==> src/rtl/regbank_pkg.sv <==
// Shared widths and the access-phase type for the register bank.
// Assumes a 32-bit data path split into 8-bit lanes.
package regbank_pkg;
    localparam int DATA_W = 32;
    localparam int LANE_W = 8;
    localparam int STRB_W = DATA_W / LANE_W;

    typedef logic [DATA_W-1:0] word_t;
    typedef logic [STRB_W-1:0] strb_t;

    typedef enum logic [1:0] {
        PH_IDLE   = 2'd0,
        PH_SETUP  = 2'd1,
        PH_ACCESS = 2'd2
    } phase_e;
endpackage

==> src/rtl/regbank_apb_ready.sv <==
// Wait-state generator. It loads the programmed count in the SETUP cycle
// and counts it down through the ACCESS cycles. Ready is raised once the
// count reaches zero. It assumes the requester keeps psel and penable high
// until ready.
module regbank_apb_ready
    import regbank_pkg::*;
#(
    parameter int WS_W = 4
) (
    input  logic            clk,
    input  logic            rst_n,
    input  logic            psel,
    input  logic            penable,
    input  logic [WS_W-1:0] wait_cfg,
    output logic            ready
);
    phase_e          phase;
    logic [WS_W-1:0] cnt_q;

    // Classify the current bus cycle
    always_comb begin
        if (!psel)         phase = PH_IDLE;
        else if (!penable) phase = PH_SETUP;
        else               phase = PH_ACCESS;
    end

    // Load in SETUP, decrement through waited ACCESS cycles
    always_ff @(posedge clk) begin
        if (!rst_n)                                cnt_q <= '0;
        else if (phase == PH_SETUP)                cnt_q <= wait_cfg;
        else if (phase == PH_ACCESS && cnt_q != 0) cnt_q <= cnt_q - 1'b1;
    end

    assign ready = (phase == PH_ACCESS) && (cnt_q == '0);


    zero_wait_chk: assert property (@(posedge clk) disable iff (!rst_n)
        (psel && !penable && wait_cfg == '0) |=> (!(psel && penable) || ready));


    first_wait_chk: assert property (@(posedge clk) disable iff (!rst_n)
        (psel && !penable && wait_cfg != '0) |=> !ready);
endmodule

==> src/rtl/regbank_apb_decode.sv <==
// Address decoder. It turns a byte address into one-hot register selects
// and an error flag. Every output is forced inactive while unselected, so
// no decode activity reaches the register logic. It assumes word-aligned
// registers placed one after another from address zero.
module regbank_apb_decode #(
    parameter int ADDR_W = 8,
    parameter int NUM_GP = 2
) (
    input  logic              psel,
    input  logic              is_write,
    input  logic [ADDR_W-1:0] addr,
    output logic [NUM_GP-1:0] sel_gp,
    output logic              sel_wait,
    output logic              sel_evt,
    output logic              bad
);
    localparam int IDX_W = ADDR_W - 2;
    localparam logic [IDX_W-1:0] WAIT_IDX = IDX_W'(NUM_GP);
    localparam logic [IDX_W-1:0] EVT_IDX  = IDX_W'(NUM_GP + 1);

    logic [IDX_W-1:0] idx;
    logic             aligned;

    assign idx     = addr[ADDR_W-1:2];
    assign aligned = (addr[1:0] == 2'b00);

    // One-hot selects for the general words
    genvar gi;
    generate
        for (gi = 0; gi < NUM_GP; gi++) begin : g_sel
            assign sel_gp[gi] = psel && aligned && (idx == IDX_W'(gi));
        end
    endgenerate

    // Selects for the latency and event words, then the error policy
    always_comb begin
        sel_wait = psel && aligned && (idx == WAIT_IDX);
        sel_evt  = psel && aligned && (idx == EVT_IDX);
        bad      = psel && (!aligned || (idx > EVT_IDX) || (is_write && idx == EVT_IDX));
    end
endmodule

==> src/rtl/regbank_apb_word.sv <==
// One storage word with per-lane write enables. A lane is updated only
// when the word is written and its strobe bit is set.
module regbank_apb_word
    import regbank_pkg::*;
(
    input  logic  clk,
    input  logic  rst_n,
    input  logic  we,
    input  strb_t strb,
    input  word_t wdata,
    output word_t q
);
    genvar li;
    generate
        for (li = 0; li < STRB_W; li++) begin : g_lane
            // Update one byte lane under its strobe
            always_ff @(posedge clk) begin
                if (!rst_n)
                    q[li*LANE_W +: LANE_W] <= '0;
                else if (we && strb[li])
                    q[li*LANE_W +: LANE_W] <= wdata[li*LANE_W +: LANE_W];
            end
        end
    endgenerate


    hold_idle_chk: assert property (@(posedge clk) disable iff (!rst_n)
        !we |=> $stable(q));


    lane0_keep_chk: assert property (@(posedge clk) disable iff (!rst_n)
        (we && !strb[0]) |=> (q[LANE_W-1:0] == $past(q[LANE_W-1:0])));
endmodule

==> src/rtl/regbank_apb_event.sv <==
// Sticky event word. Pulses set bits. A read completion clears the bits
// that the read returned, and a pulse that arrives in the same cycle wins.
module regbank_apb_event
    import regbank_pkg::*;
(
    input  logic  clk,
    input  logic  rst_n,
    input  word_t set_in,
    input  logic  rd_clr,
    output word_t q
);
    // Accumulate events, drop the bits that were just read out
    always_ff @(posedge clk) begin
        if (!rst_n)      q <= '0;
        else if (rd_clr) q <= set_in;
        else             q <= q | set_in;
    end


    no_drop_chk: assert property (@(posedge clk) disable iff (!rst_n)
        !rd_clr |=> ((q & $past(q)) == $past(q)));
endmodule

==> src/rtl/regbank_apb.sv <==
// APB completer holding NUM_GP general words, a latency word and a
// clear-on-read event word. It assumes a requester that follows the
// SETUP then ACCESS order and keeps the transfer stable while waited.
module regbank_apb
    import regbank_pkg::*;
#(
    parameter int ADDR_W = 8,
    parameter int NUM_GP = 2,
    parameter int WS_W   = 4
) (
    input  logic                pclk,
    input  logic                presetn,
    input  logic                psel,
    input  logic                penable,
    input  logic [ADDR_W-1:0]   paddr,
    input  logic                pwrite,
    input  logic [31:0]         pwdata,
    input  logic [3:0]          pstrb,
    output logic [31:0]         prdata,
    output logic                pready,
    output logic                pslverr,
    input  logic [31:0]         evt_set,
    output logic [32*NUM_GP-1:0] gp_q
);
    logic [NUM_GP-1:0] sel_gp;
    logic              sel_wait, sel_evt, bad;
    logic              done, wr_ok, rd_ok;
    word_t             gp_arr [NUM_GP];
    word_t             wait_q, evt_q, rd_mux;

    regbank_apb_decode #(.ADDR_W(ADDR_W), .NUM_GP(NUM_GP)) u_dec (
        .psel(psel), .is_write(pwrite), .addr(paddr),
        .sel_gp(sel_gp), .sel_wait(sel_wait), .sel_evt(sel_evt), .bad(bad)
    );

    regbank_apb_ready #(.WS_W(WS_W)) u_rdy (
        .clk(pclk), .rst_n(presetn), .psel(psel), .penable(penable),
        .wait_cfg(wait_q[WS_W-1:0]), .ready(pready)
    );

    // Completion qualifiers for the register updates and the response
    always_comb begin
        done  = psel && penable && pready;
        wr_ok = done && pwrite && !bad;
        rd_ok = done && !pwrite && !bad;
    end

    genvar gi;
    generate
        for (gi = 0; gi < NUM_GP; gi++) begin : g_gp
            regbank_apb_word u_word (
                .clk(pclk), .rst_n(presetn), .we(wr_ok && sel_gp[gi]),
                .strb(pstrb), .wdata(pwdata), .q(gp_arr[gi])
            );
            assign gp_q[gi*32 +: 32] = gp_arr[gi];
        end
    endgenerate

    regbank_apb_word u_wait (
        .clk(pclk), .rst_n(presetn), .we(wr_ok && sel_wait),
        .strb(pstrb), .wdata(pwdata), .q(wait_q)
    );

    regbank_apb_event u_evt (
        .clk(pclk), .rst_n(presetn), .set_in(evt_set),
        .rd_clr(rd_ok && sel_evt), .q(evt_q)
    );

    // Read multiplexer, quiet unless a word is selected
    always_comb begin
        rd_mux = '0;
        for (int i = 0; i < NUM_GP; i++)
            if (sel_gp[i]) rd_mux = gp_arr[i];
        if (sel_wait) rd_mux = wait_q;
        if (sel_evt)  rd_mux = evt_q;
    end

    // Response outputs, driven only in the completion cycle
    always_comb begin
        prdata  = rd_ok ? rd_mux : '0;
        pslverr = done && bad;
    end


    err_write_hold_chk: assert property (@(posedge pclk) disable iff (!presetn)
        (done && pwrite && bad) |=> ($stable(gp_q) && $stable(wait_q)));


    err_late_chk: assert property (@(posedge pclk) disable iff (!presetn)
        (psel && penable && !pready) |-> !pslverr);
endmodule

==> config.mk <==
export PLATFORM = sky130hd
export DESIGN_NAME = regbank_apb
export DESIGN_NICKNAME = d
export VERILOG_FILES = /design/src/rtl/regbank_pkg.sv /design/src/rtl/regbank_apb_ready.sv /design/src/rtl/regbank_apb_decode.sv /design/src/rtl/regbank_apb_word.sv /design/src/rtl/regbank_apb_event.sv /design/src/rtl/regbank_apb.sv
export SDC_FILE = /design/constraint.sdc
export NUM_CORES = 1
export LEC_CHECK = 0
export ABC_AREA = 1
export BUFFER_PORTS_ARGS = -buffer_cell sky130_fd_sc_hd__buf_2
export CELL_PAD_IN_SITES_DETAIL_PLACEMENT = 1
export CELL_PAD_IN_SITES_GLOBAL_PLACEMENT = 1
export CORE_ASPECT_RATIO = 0.6
export CORE_UTILIZATION = 25
export CTS_CLUSTER_SIZE = 30
export DETAILED_ROUTE_END_ITERATION = 10
export HOLD_SLACK_MARGIN = 0.06
export PLACE_DENSITY = 0.63
export SKIP_CTS_REPAIR_TIMING = 1
export SYNTH_ARGS = -nofsm -noshare
export SYNTH_HDL_FRONTEND = slang
export SYNTH_SLANG_ARGS = --single-unit
export TNS_END_PERCENT = 30
==> constraint.sdc <==
create_clock -name pclk -period 2.1 [get_ports pclk]
set_input_delay 0.105 -clock pclk [delete_from_list [all_inputs] [get_ports pclk]]
set_output_delay 0.105 -clock pclk [all_outputs]
set_load 0.03 [all_outputs]
==> summary.txt <==
Timing
  • Setup-failing EPs final: 32
  • Hold slack: 0.0980 ns
  • Least-Margin Pin Slew: about 0.60 ns
  • Worst rel slew slack: 0.597
  • Period minus WS final: approximately 2.3 ns
  • Final worst slack: -0.211 ns
  • Setup repair after global routing missed its margin: true
  • Slew Limit Fails: 0
  • Fmax: roughly 430 MHz
  • Clock Skews: about 0.0064 ns
  • Final Cycle Share: 1.10
  • Final Hold Violating Endpoints: 0

Synthesis
  • Prevailing post-synth register cell: dfxtp_1
  • Syn nets: about 1.1k
  • Syn Inst Count: between 900 and 1k
  • Synth Register Bits: approximately 130
  • Synth warnings: 0
  • Top post-synthesis cells by area: dfxtp_1, nand2_1, nor2_1, inv_1, o211ai_1
  • Distinct cells, synth: 24
  • Ys async rst share: 0
  • Count leader, synth: nand2_1
  • Mapped Avg Cell Area: roughly 6.6 um2
  • Synth cell count leaders: nand2_1, nor2_1, dfxtp_1
  • Post-synth top area cell: dfxtp_1
  • Sequential share of the synthesized area: 0.403
  • Number of flops mapped to enable cells by yosys: 0
  • Post-synth top area share: 0.403
  • Mapped Area: roughly 6600 um2

Drt
  • Initial DRC count: 350
  • WL final: approximately 27 mm
  • Total number of vias: 7,106
  • Antenna-violating nets left: 0
  • WL/cell: 16.7 um
  • DR vias/cell: ~4.4
  • Drt drc: 0
  • Drt first pass iters: 7

Finish
  • FILL cells: 3,249
  • Final Util: 0.370
  • Share of cells above drive strength 1: 0.229
  • Area of the multi-input gates: between 3000 and 4000 um2
  • Register Area: roughly 2600 um2
  • Final Net Count: between 1k and 1.5k
  • Area Overhead vs Synth: 43.7%
  • Final instance area: 9430 um2
  • Ant. Diodes: 0

Critical path
  • Critical path capture point type: primary output
  • RR Endpoint: u_wait.q[2]$_SDFFE_PN0P_
  • Critical path startpoint: u_rdy.cnt_q[1]$_SDFFE_PN0P_
  • R2R Path Start: u_rdy.cnt_q[1]$_SDFFE_PN0P_
  • Path depth of the worst reg2reg path: 9
  • Max Fanout on Critical Path: 5
  • Crit path kind: reg2out
  • Crit path DAT: between 2 and 2.5 ns
  • Req. time, crit path: around 2.0 ns
  • Worst reg-to-reg setup slack: 0.33 ns
  • CP startpoint kind: flop

Power
  • Worst vdd ir: a little over 0.5 mV
  • PwrDens: between 600 and 700 nW/um2
  • Clk pwr share: 0.510
  • Sw Ratio: 0.232
  • Lkg Pwr: between 4 and 5 nW
  • Sequential share of power: 0.414
  • NetSw: approximately 1.5 mW
  • Logic gate share of total power: 0.076
  • Int Pwr: between 4 and 5 mW

Clocking
  • Clock tree from TritonCTS: yes
  • Reg clk slew, reported paths: ~0.06 ns
  • TritonCTS buffer count: 17
  • Num Clock Sinks: 132
  • H-tree Lvls: 4
  • Clock root cell: clkbuf_16
  • Worst-Skew Late Latency: 0.43 ns
  • Clock tree buffer depth: 2

Die
  • Core Box Area: roughly 26,000 um2
  • Cell Rows: 45
  • Initial Utilization: 0.257
  • Num ports: roughly 180
  • Die extent in y: 128 um
  • Full die area: 26,900 um2
  • Die width: about 210 um

Hold path
  • Hold Crit Depth: 3
  • Hold_sp: presetn
  • Hold-critical path endpoint: g_gp[1].u_word.q[3]$_SDFFE_PN0P_
  • Hold crit path type: in2reg

GRT
  • Grt total ovfl: 0
  • Pin count of the biggest net entering global routing: 34
  • Initial antenna violation count: 0
  • First-pass GRT wire length: roughly 38 mm
  • Vias in the first global route: between 6k and 7k
  • GRT Util Overall: 0.188

Job
  • Max Cap Viol: 0

Placed design
  • RD Place Congestion: ~0.79
  • Dpl hpwl: 18.3 mm
  • Placed inst area: between 7000 and 8000 um2
  • IO buf count: between 150 and 200
  • DP Worst Slack: ~0.11 ns

Run status
  • Violated checks: negative setup slack
  • Status: finished, violations left
==> metrics by stage <==
step           total power, mW  setup TNS, ns  cells
2_1_floorplan             2.80              0    994
3_3_place_gp              2.98              0   1499
3_5_place_dp              2.98              0   1499
4_1_cts                   6.20         -10.18   1531
5_1_grt                   6.51          -7.85   1604
6_report                  6.25          -3.88   1604
==> logic make-up (layout without fill, tap and decap cells) <==
| logic type | Yosys count | after routing | share of synthesized area |
|---|---|---|---|
| AO/OA/AOI/OAI | 121 | 121 | 0.107 |
| XOR/XNOR | 2 | 2 | 0.00267 |
| adder cells (fa/ha/maj) | 2 | 2 | 0.00381 |
| buffers and inverters | 168 | 426 | 0.115 |
| flip-flops | 132 | 132 | 0.403 |
| AND/OR/NAND/NOR | 569 | 569 | 0.369 |
==> power groups by stage <==
| stage | Combinational, mW | Clock [mW] | Sequential (mW) |
|---|---|---|---|
| global route | 0.516 | 3.40 | 2.59 |
| global placement | 0.335 | 0 | 2.64 |
| detailed placement | 0.343 | 0 | 2.64 |
| finish | 0.475 | 3.19 | 2.59 |
| floorplan | 0.164 | 0 | 2.63 |
| CTS | 0.344 | 3.27 | 2.59 |
==> worst max path at each step <==
stage,depth (start not counted),to,slack [ns]
4_1_cts,12,prdata[2],-0.38
3_3_place_gp,12,prdata[2],0.18
3_5_place_dp,12,prdata[2],0.11
6_report,10,prdata[18],-0.21
2_1_floorplan,9,prdata[20],0.01
5_1_grt,10,prdata[18],-0.33
==> placed cells by master, fill, tap and decap left out <==
cell           count
nand2_1          273
nor2_1           230
bufinv_16          3
ha_1               1
inv_1            109
nand4_1           10
clkbuf_8           5
clkinvlp_4         1
nor3_1             1
a21oi_1           49
inv_4              2
buf_12             3
clkbuf_4           5
clkbuf_1           2
nand3_2            4
nand3_1           21
dlygate4sd3_1     65
nand2_4           13
ha_4               1
nor2_8             3
inv_2              4
nand2_2            3
xor2_1             2
clkinv_2           3
nand3_4            3
buf_4             33
dfxtp_1          130
buf_6             23
o21ai_0           32
nor2_2             2
o211ai_1          40
dfxtp_2            2
clkinv_4           2
nor2_4             6
clkbuf_16         20
buf_2            146
==> layout make-up <==
cell class	count	share of cell area
clock buffer	24	0.0532
tap	352	0.0467
timing repair buffer	278	0.218
inverter	116	0.0472
sequential	132	0.280
clock inverter	8	0.0129
multi-input combinational	694	0.341
==> sequential cells by signal, indices dropped and copies added (netlist names) <==
register / flops
u_evt.q: 32
u_rdy.cnt_q: 4
u_wait.q: 32
g_gp.u_word.q: 64
==> routing by layer <==
layer  routed length [um]  track usage  vias up
met5                    0            0        -
met1                14000        0.277     3380
met4                  139       0.0324        0
met2                11200        0.264      160
li1                     -            -     3555
met3                 1520       0.0642       11
==> worst max-delay path, cell delays in order (launching register included) <==
cell,delay [ns]
dfxtp_2,0.32
inv_4,0.07
ha_4,0.14
nand3_4,0.07
nor2_4,0.18
nand3_4,0.12
nor2_4,0.25
clkbuf_16,0.22
o211ai_1,0.12
nand2_1,0.13
buf_6,0.14
Note: power is estimated with default switching activity, not from simulation.
